$ cat src/rtl/iso_irq_pkg.sv
package iso_irq_pkg;
  localparam int GLB_W = 3;
  typedef enum int {
    GLB_FRAME_END = 0,
    GLB_ISO_IN    = 1,
    GLB_ISO_OUT   = 2
  } glb_bit_e;
endpackage

$ cat src/rtl/iso_frame_track.sv
module iso_frame_track #(
  parameter int N_EP = 5
) (
  input  logic            clk,
  input  logic            rst,
  input  logic            sof_i,
  input  logic            eopf_i,
  input  logic [N_EP-1:0] en_i,
  input  logic [N_EP-1:0] iso_i,
  input  logic [N_EP-1:0] cmp_i,
  output logic            incomplete_o
);
  logic [N_EP-1:0] done_q;
  logic [N_EP-1:0] done_now;
  logic [N_EP-1:0] pending;

  assign done_now = done_q | cmp_i;
  assign pending  = en_i & iso_i & ~done_now;
  assign incomplete_o = eopf_i && (|pending);

  always_ff @(posedge clk) begin
    if (rst)        done_q <= '0;
    else if (sof_i) done_q <= cmp_i;
    else            done_q <= done_now;
  end


  new_frame_forgets_chk: assert property (@(posedge clk) disable iff (rst)
    ($past(sof_i) && $past(cmp_i) == '0 && eopf_i && cmp_i == '0 &&
     (en_i & iso_i) != '0) |-> incomplete_o);
endmodule

$ cat src/rtl/w1c_status.sv
module w1c_status #(
  parameter int W = 10
) (
  input  logic         clk,
  input  logic         rst,
  input  logic [W-1:0] set_i,
  input  logic [W-1:0] clr_i,
  output logic [W-1:0] sts_q,
  output logic [W-1:0] sts_nx
);
  assign sts_nx = (sts_q & ~clr_i) | set_i;

  always_ff @(posedge clk) begin
    if (rst) sts_q <= '0;
    else     sts_q <= sts_nx;
  end


  sticky_hold_chk: assert property (@(posedge clk) disable iff (rst)
    1'b1 |=> ((($past(sts_q) & ~$past(clr_i)) & ~sts_q) == '0));

  set_wins_chk: assert property (@(posedge clk) disable iff (rst)
    1'b1 |=> ((sts_q & $past(set_i)) == $past(set_i)));
endmodule

$ cat src/rtl/src_mask.sv
module src_mask #(
  parameter int SRC_W = 2,
  parameter int N_EP  = 5
) (
  input  logic                   clk,
  input  logic                   rst,
  input  logic                   we_i,
  input  logic [SRC_W-1:0]       wdata_i,
  input  logic [N_EP*SRC_W-1:0]  sts_i,
  output logic                   hit_o
);
  localparam int W = N_EP * SRC_W;
  logic [SRC_W-1:0] msk_q;
  logic [W-1:0]     msk_wide;

  for (genvar e = 0; e < N_EP; e++) begin : g_rep
    assign msk_wide[e*SRC_W +: SRC_W] = msk_q;
  end

  assign hit_o = |(sts_i & msk_wide);

  always_ff @(posedge clk) begin
    if (rst)       msk_q <= '0;
    else if (we_i) msk_q <= wdata_i;
  end


  mask_hold_chk: assert property (@(posedge clk) disable iff (rst)
    !we_i |=> $stable(msk_q));
endmodule

$ cat src/rtl/iso_incomplete_irq.sv
module iso_incomplete_irq
  import iso_irq_pkg::*;
#(
  parameter int N_IN  = 5,
  parameter int N_OUT = 5,
  parameter int SRC_W = 2
) (
  input  logic                   clk,
  input  logic                   rst,
  input  logic                   sof_i,
  input  logic                   eopf_i,
  input  logic [N_IN-1:0]        in_en_i,
  input  logic [N_IN-1:0]        in_iso_i,
  input  logic [N_IN*SRC_W-1:0]  in_evt_i,
  input  logic [N_IN*SRC_W-1:0]  in_clr_i,
  input  logic [N_OUT-1:0]       out_en_i,
  input  logic [N_OUT-1:0]       out_iso_i,
  input  logic [N_OUT*SRC_W-1:0] out_evt_i,
  input  logic [N_OUT*SRC_W-1:0] out_clr_i,
  input  logic [GLB_W-1:0]       glb_clr_i,
  input  logic                   in_msk_we_i,
  input  logic [SRC_W-1:0]       in_msk_i,
  input  logic                   out_msk_we_i,
  input  logic [SRC_W-1:0]       out_msk_i,
  output logic [N_IN*SRC_W-1:0]  in_sts_o,
  output logic [N_OUT*SRC_W-1:0] out_sts_o,
  output logic [GLB_W-1:0]       glb_sts_o,
  output logic                   irq_o
);
  localparam int IN_W  = N_IN * SRC_W;
  localparam int OUT_W = N_OUT * SRC_W;

  logic [N_IN-1:0]  in_cmp;
  logic [N_OUT-1:0] out_cmp;
  logic             in_inc, out_inc;
  logic [IN_W-1:0]  in_nx;
  logic [OUT_W-1:0] out_nx;
  logic [GLB_W-1:0] glb_set, glb_nx;
  logic             in_hit, out_hit;
  logic             irq_q;

  for (genvar e = 0; e < N_IN; e++) begin : g_in_cmp
    assign in_cmp[e] = in_evt_i[e*SRC_W];
  end
  for (genvar e = 0; e < N_OUT; e++) begin : g_out_cmp
    assign out_cmp[e] = out_evt_i[e*SRC_W];
  end

  iso_frame_track #(.N_EP(N_IN)) u_in_trk (
    .clk(clk), .rst(rst), .sof_i(sof_i), .eopf_i(eopf_i),
    .en_i(in_en_i), .iso_i(in_iso_i), .cmp_i(in_cmp), .incomplete_o(in_inc));

  iso_frame_track #(.N_EP(N_OUT)) u_out_trk (
    .clk(clk), .rst(rst), .sof_i(sof_i), .eopf_i(eopf_i),
    .en_i(out_en_i), .iso_i(out_iso_i), .cmp_i(out_cmp), .incomplete_o(out_inc));

  w1c_status #(.W(IN_W)) u_in_sts (
    .clk(clk), .rst(rst), .set_i(in_evt_i), .clr_i(in_clr_i),
    .sts_q(in_sts_o), .sts_nx(in_nx));

  w1c_status #(.W(OUT_W)) u_out_sts (
    .clk(clk), .rst(rst), .set_i(out_evt_i), .clr_i(out_clr_i),
    .sts_q(out_sts_o), .sts_nx(out_nx));

  always_comb begin
    glb_set = '0;
    glb_set[GLB_FRAME_END] = eopf_i;
    glb_set[GLB_ISO_IN]    = in_inc;
    glb_set[GLB_ISO_OUT]   = out_inc;
  end

  w1c_status #(.W(GLB_W)) u_glb_sts (
    .clk(clk), .rst(rst), .set_i(glb_set), .clr_i(glb_clr_i),
    .sts_q(glb_sts_o), .sts_nx(glb_nx));

  src_mask #(.SRC_W(SRC_W), .N_EP(N_IN)) u_in_msk (
    .clk(clk), .rst(rst), .we_i(in_msk_we_i), .wdata_i(in_msk_i),
    .sts_i(in_nx), .hit_o(in_hit));

  src_mask #(.SRC_W(SRC_W), .N_EP(N_OUT)) u_out_msk (
    .clk(clk), .rst(rst), .we_i(out_msk_we_i), .wdata_i(out_msk_i),
    .sts_i(out_nx), .hit_o(out_hit));

  always_ff @(posedge clk) begin
    if (rst) irq_q <= 1'b0;
    else     irq_q <= in_hit | out_hit | (|glb_nx);
  end
  assign irq_o = irq_q;


  irq_idle_chk: assert property (@(posedge clk) disable iff (rst)
    (in_sts_o == '0 && out_sts_o == '0 && glb_sts_o == '0) |-> !irq_o);

  frame_end_flag_chk: assert property (@(posedge clk) disable iff (rst)
    eopf_i |=> glb_sts_o[GLB_FRAME_END]);

  in_inc_only_at_eopf_chk: assert property (@(posedge clk) disable iff (rst)
    $rose(glb_sts_o[GLB_ISO_IN]) |-> $past(eopf_i));

  out_inc_only_at_eopf_chk: assert property (@(posedge clk) disable iff (rst)
    $rose(glb_sts_o[GLB_ISO_OUT]) |-> $past(eopf_i));
endmodule

$ cat config.mk
export PLATFORM = sky130hd
export DESIGN_NAME = iso_incomplete_irq
export DESIGN_NICKNAME = d
export VERILOG_FILES = /design/src/rtl/iso_irq_pkg.sv /design/src/rtl/iso_frame_track.sv /design/src/rtl/w1c_status.sv /design/src/rtl/src_mask.sv /design/src/rtl/iso_incomplete_irq.sv
export SDC_FILE = /design/constraint.sdc
export NUM_CORES = 1
export LEC_CHECK = 0
export ABC_AREA = 1
export BUFFER_PORTS_ARGS = -buffer_cell sky130_fd_sc_hd__clkbuf_2
export CAP_MARGIN = 20
export CELL_PAD_IN_SITES_DETAIL_PLACEMENT = 1
export CELL_PAD_IN_SITES_GLOBAL_PLACEMENT = 1
export CORE_MARGIN = 8
export CORE_UTILIZATION = 30
export CTS_CLUSTER_DIAMETER = 40
export DETAILED_ROUTE_END_ITERATION = 7
export PLACE_DENSITY_LB_ADDON = 0.1
export SYNTH_ARGS = -nofsm -noshare
export SYNTH_HDL_FRONTEND = slang
export SYNTH_SLANG_ARGS = --single-unit
$ cat constraint.sdc
create_clock -name clk -period 1.48 [get_ports clk]
set_input_delay 0.444 -clock clk [delete_from_list [all_inputs] [get_ports clk]]
set_output_delay 0.444 -clock clk [all_outputs]
set_load 0.01 [all_outputs]
## Word level (Yosys, flattened, before mapping)

Cells that the tools add are included.

- Mux-type cells: 2
- Bitwise gates (word level): 21
- Reductions and logical operators: 7

Operator list:

| cell | count |
|---|---|
| $and A10 B10 Y10 | 4 |
| $and A5 B5 Y5 | 4 |
| $not A10 Y10 | 2 |
| $or A10 B10 Y10 | 2 |
| $reduce_or A10 Y1 | 2 |
| $mux W5 | 2 |
| $not A5 Y5 | 2 |
| $or A5 B5 Y5 | 2 |
| $reduce_or A5 Y1 | 2 |
| $and A3 B3 Y3 | 1 |
| $not A3 Y3 | 1 |
| $or A3 B3 Y3 | 1 |
| $reduce_or A3 Y1 | 1 |
| $logic_and A1 B1 Y1 | 2 |
| $or A1 B1 Y1 | 2 |

- Bits in registers: 38
- Input bits: 73
- Output and inout bits: 24
- Logic and storage cells: 38

## Depth between registers and ports, before layout

- Depth after elaboration: 8
- Gate-level depth with buffers: 9

## Modules after synthesis

From an unflattened synthesis, not the netlist that was laid out.

- Cells, all modules: 260
- Area total of the unflattened synthesis: 1749.2 um^2

By module, submodules not included:

| module | instances | cells each | area an instance (um^2) | seq. area each (um^2) |
|---|---|---|---|---|
| w1c_status at u_in_sts ... | 2 | 61 | 449.2 | 200.2 |
| iso_frame_track | 2 | 37 | 230.2 | 100.1 |
| src_mask | 2 | 19 | 111.4 | 40.0 |
| w1c_status at u_glb_sts | 1 | 18 | 120.1 | 60.1 |
| iso_incomplete_irq | 1 | 8 | 47.5 | 20.0 |

## Worst setup path after synthesis

Ideal clock, no wire load.

- Path kind: in2reg
- Start: input in_clr_i[7]
- End: register irq_q, in the netlist irq_o
- Library setup time: 0.117 ns
- Arrival: 0.978 ns
- Required time: 1.363 ns
- Setup slack: 0.385 ns
- Stages: 8
- Cell sequence: inv_1 -> a21o_1 -> nor2_1 -> nand3_1 -> nand2_1 -> nand2_1 -> nor2_1 -> nor2_1

- Longest elaborated chain between the ends: 7

Ends and longest elaborated chain:

| element | RTL line | source |
|---|---|---|
| start, declared | iso_incomplete_irq.sv:15 | `input logic [N_IN*SRC_W-1:0] in_clr_i,` |
| $not A10 Y10 | w1c_status.sv:11 | `assign sts_nx = (sts_q & ~clr_i) \| set_i;` |
| $and A10 B10 Y10 | w1c_status.sv:11 |  |
| $or A10 B10 Y10 | w1c_status.sv:11 |  |
| $and A10 B10 Y10 | src_mask.sv:20 | `assign hit_o = \|(sts_i & msk_wide);` |
| $reduce_or A10 Y1 | src_mask.sv:20 |  |
| $or A1 B1 Y1 (2 in series) | iso_incomplete_irq.sv:86 | `else irq_q <= in_hit \| out_hit \| (\|glb_nx);` |
| end signal, assigned | iso_incomplete_irq.sv:86 |  |
| end, declared | iso_incomplete_irq.sv:40 | `logic irq_q;` |

Every way passes these cells.
A chain may end at the register's enable or synchronous reset.

## Final worst setup path

- Start: register u_in_sts.sts_q[9]
- End: output in_sts_o[9]

RTL lines:

| element | RTL line | source |
|---|---|---|
| start, declared | w1c_status.sv:8 | `output logic [W-1:0] sts_q,` |
| start signal, assigned | w1c_status.sv:15 | `else sts_q <= sts_nx;` |
| end, declared | iso_incomplete_irq.sv:25 | `output logic [N_IN*SRC_W-1:0] in_sts_o,` |

No word-level cell between the ends.

==> metrics.yaml <==
r2r_slack_ns: 0.42
crit_fanout: 2
cts-root-buf: "clkbuf_8"
final.min_clock_period_ns: 1.25
cp_cell_sequence: "clkbuf_2"
ctsLongestPathBuffers: 2
final_nets: 395
fin_skew_ns: 0.00854
synthCells: 222
cp.depth: 1
grt_setup_unrepaired: "false"
cts_buffers: 5
finalMaxSlewViolations: 0
vias_per_cell: 4.24
fmax_ghz: 0.797
portBuffers: 96
overflow: 0
netlist_area_um2: 1590
vias: 1668
worstMarginPinSlew_ns: 0.211
layout_common_cells: "clkbuf_2, nand2_1, inv_1, dfxtp_1"
drt_first_pass_iters: 4
whs_ns: 0.376
grt_max_degree: 39
cts_resized: 0
cts.clk_slew.worst_paths_ns: 0.07
syn-num-nets: 295
cap_violations: 0
reg2reg_depth: 8
die-height_um: 88.8
cts_tree: "done"
diodes: 0
setup_tns_ns: 0
p_int_mw: 1.64
switching_share_pct: 26.1
timing.final.crit_share_pct: 84.8
avgRoutedWirePerCell_um: 12.1
die_w_um: 88.8
row_count: 26
critical_path_class: "register to output pin"
min_path_cells: 3
ys_seq_area_share_pct: 47.9
hold_class: "primary input to register"
startpoint_type: "register"
postPlaceCellArea_um2: 2160
required_ns: 1.04
drc: 0
ant_nets: 0
grt_pass1_vias: 1759
p_seq_share_pct: 50.7
drive_gt1_share_pct: 35.3
die_area_um2: 7880
io_pins: 97
syn2layout_area_growth_pct: 41.6
status: "completed"
critPathBufInv: 1
arrival_ns: 0.81
avgSynthCellArea_um2: 7.15
synth_warnings: 0
combPwrFrac_pct: 16.3
drt-initial-drc-count: 30
slowest_delay_ns: 0.37
stdcell_area_um2: 2250
critPathCaptureType: "output pin"
antenna_found_initial: 0
cts_max_level: 2
slowest_stage: "dfxtp_1"
grt_pass1_wl_mm: 7.83
cellLeakagePower_nw: 1.27
start_util_pct: 31.1
relSlewSlack_pct: 85.9
ctsHoldBuffers: 0
yosysUniqueCellTypes: 20
p_clk_share_pct: 33.0
post_cts_buffers: 0
routabilityCongestion: 0.712
setup_viol: 0
clk_latency_ns: 0.29
ys_seq_elements: 38
crit_family: "flip-flops"
final_common_cell: "clkbuf_2"
track_usage_pct: 12.7
p_switching_mw: 0.578
cts.sinks: 38
final_core_utilization_pct: 44.0
peakVddDrop_mv: 0.479
coreArea_um2: 5110
fill_cells: 702
powerDensity_nw_per_um2: 985
dp_hpwl_mm: 4.00
routed_wirelength_mm: 4.76
hold_viol_final: 0
## kinds of logic (layout without fill, tap and decap cells)
group | count (synthesis) | count (layout) | share of synthesized area [%]
AO/OA/AOI/OAI | 38 | 38 | 13.7
flip-flops | 38 | 38 | 47.9
buffers and inverters | 49 | 150 | 11.8
AND/OR/NAND/NOR | 97 | 97 | 26.6
## layer usage
metal / wire [um] / vias to the layer above / track usage, %
li1: - / 884 / -
met1: 2090 / 725 / 15.4
met2: 2210 / 54 / 20.3
met3: 394 / 5 / 4.09
met4: 63 / 0 / 4.61
met5: 0 / - / 0
## state kept, by name, summed over array words and instances (netlist names)
signal / count
u_in_sts.sts_q: 10
u_out_sts.sts_q: 10
u_in_trk.done_q: 5
u_out_trk.done_q: 5
u_glb_sts.sts_q: 3
u_in_msk.msk_q: 2
u_out_msk.msk_q: 2
irq_o: 1
## power by group through the flow
stage               registers (mW)  clock network, mW  logic, mW
detailed placement            1.15                  0      0.369
finish                        1.12              0.731      0.361
floorplan                     1.16                  0      0.158
CTS                           1.12              0.757      0.371
global placement              1.15                  0      0.362
global route                  1.13              0.805      0.417
## area by class of cell
| class | count | area, um^2 | area share (%) |
|---|---|---|---|
| tap | 70 | 87.6 | 3.90 |
| clock inverter | 1 | 5.00 | 0.223 |
| sequential | 38 | 761 | 33.8 |
| timing repair buffer | 97 | 500 | 22.3 |
| multi-input combinational | 135 | 639 | 28.4 |
| clock buffer | 7 | 86.3 | 3.84 |
| inverter | 45 | 169 | 7.51 |
## synthesized netlist by cell type
| library cell | instances | share of area [%] |
|---|---|---|
| a211oi_1 | 2 | 0.95 |
| a21o_1 | 3 | 1.4 |
| a21o_2 | 1 | 0.55 |
| a21oi_1 | 30 | 9.5 |
| a21oi_4 | 1 | 1.0 |
| buf_2 | 3 | 0.95 |
| clkbuf_1 | 1 | 0.24 |
| clkinv_1 | 2 | 0.47 |
| dfxtp_1 | 38 | 48 |
| inv_1 | 38 | 9.0 |
| inv_2 | 5 | 1.2 |
| nand2_1 | 46 | 11 |
| nand3_1 | 16 | 5.0 |
| nand3b_1 | 1 | 0.47 |
| nand4_1 | 1 | 0.39 |
| nor2_1 | 30 | 7.1 |
| nor2_2 | 1 | 0.39 |
| nor2_8 | 1 | 1.3 |
| nor3_4 | 1 | 1.0 |
| o21ai_1 | 1 | 0.31 |
## final timing paths
check                                        from                  to
worst max-delay path            u_in_sts.sts_q[9]         in_sts_o[9]
worst min-delay path                 out_evt_i[7]  u_out_sts.sts_q[7]
worst max register to register  u_in_sts.sts_q[8]               irq_o
worst min register to register  u_in_msk.msk_q[0]   u_in_msk.msk_q[0]
## metrics by stage
stage          setup slack (ns)  std cells  power [mW]
6_report                  0.225        393        2.22
5_1_grt                   0.174        393        2.35
4_1_cts                   0.206        393        2.25
3_5_place_dp              0.148        385        1.52
3_3_place_gp              0.149        385        1.51
2_1_floorplan             0.385        222        1.32
No activity file was read; power rests on OpenSTA's default activity.
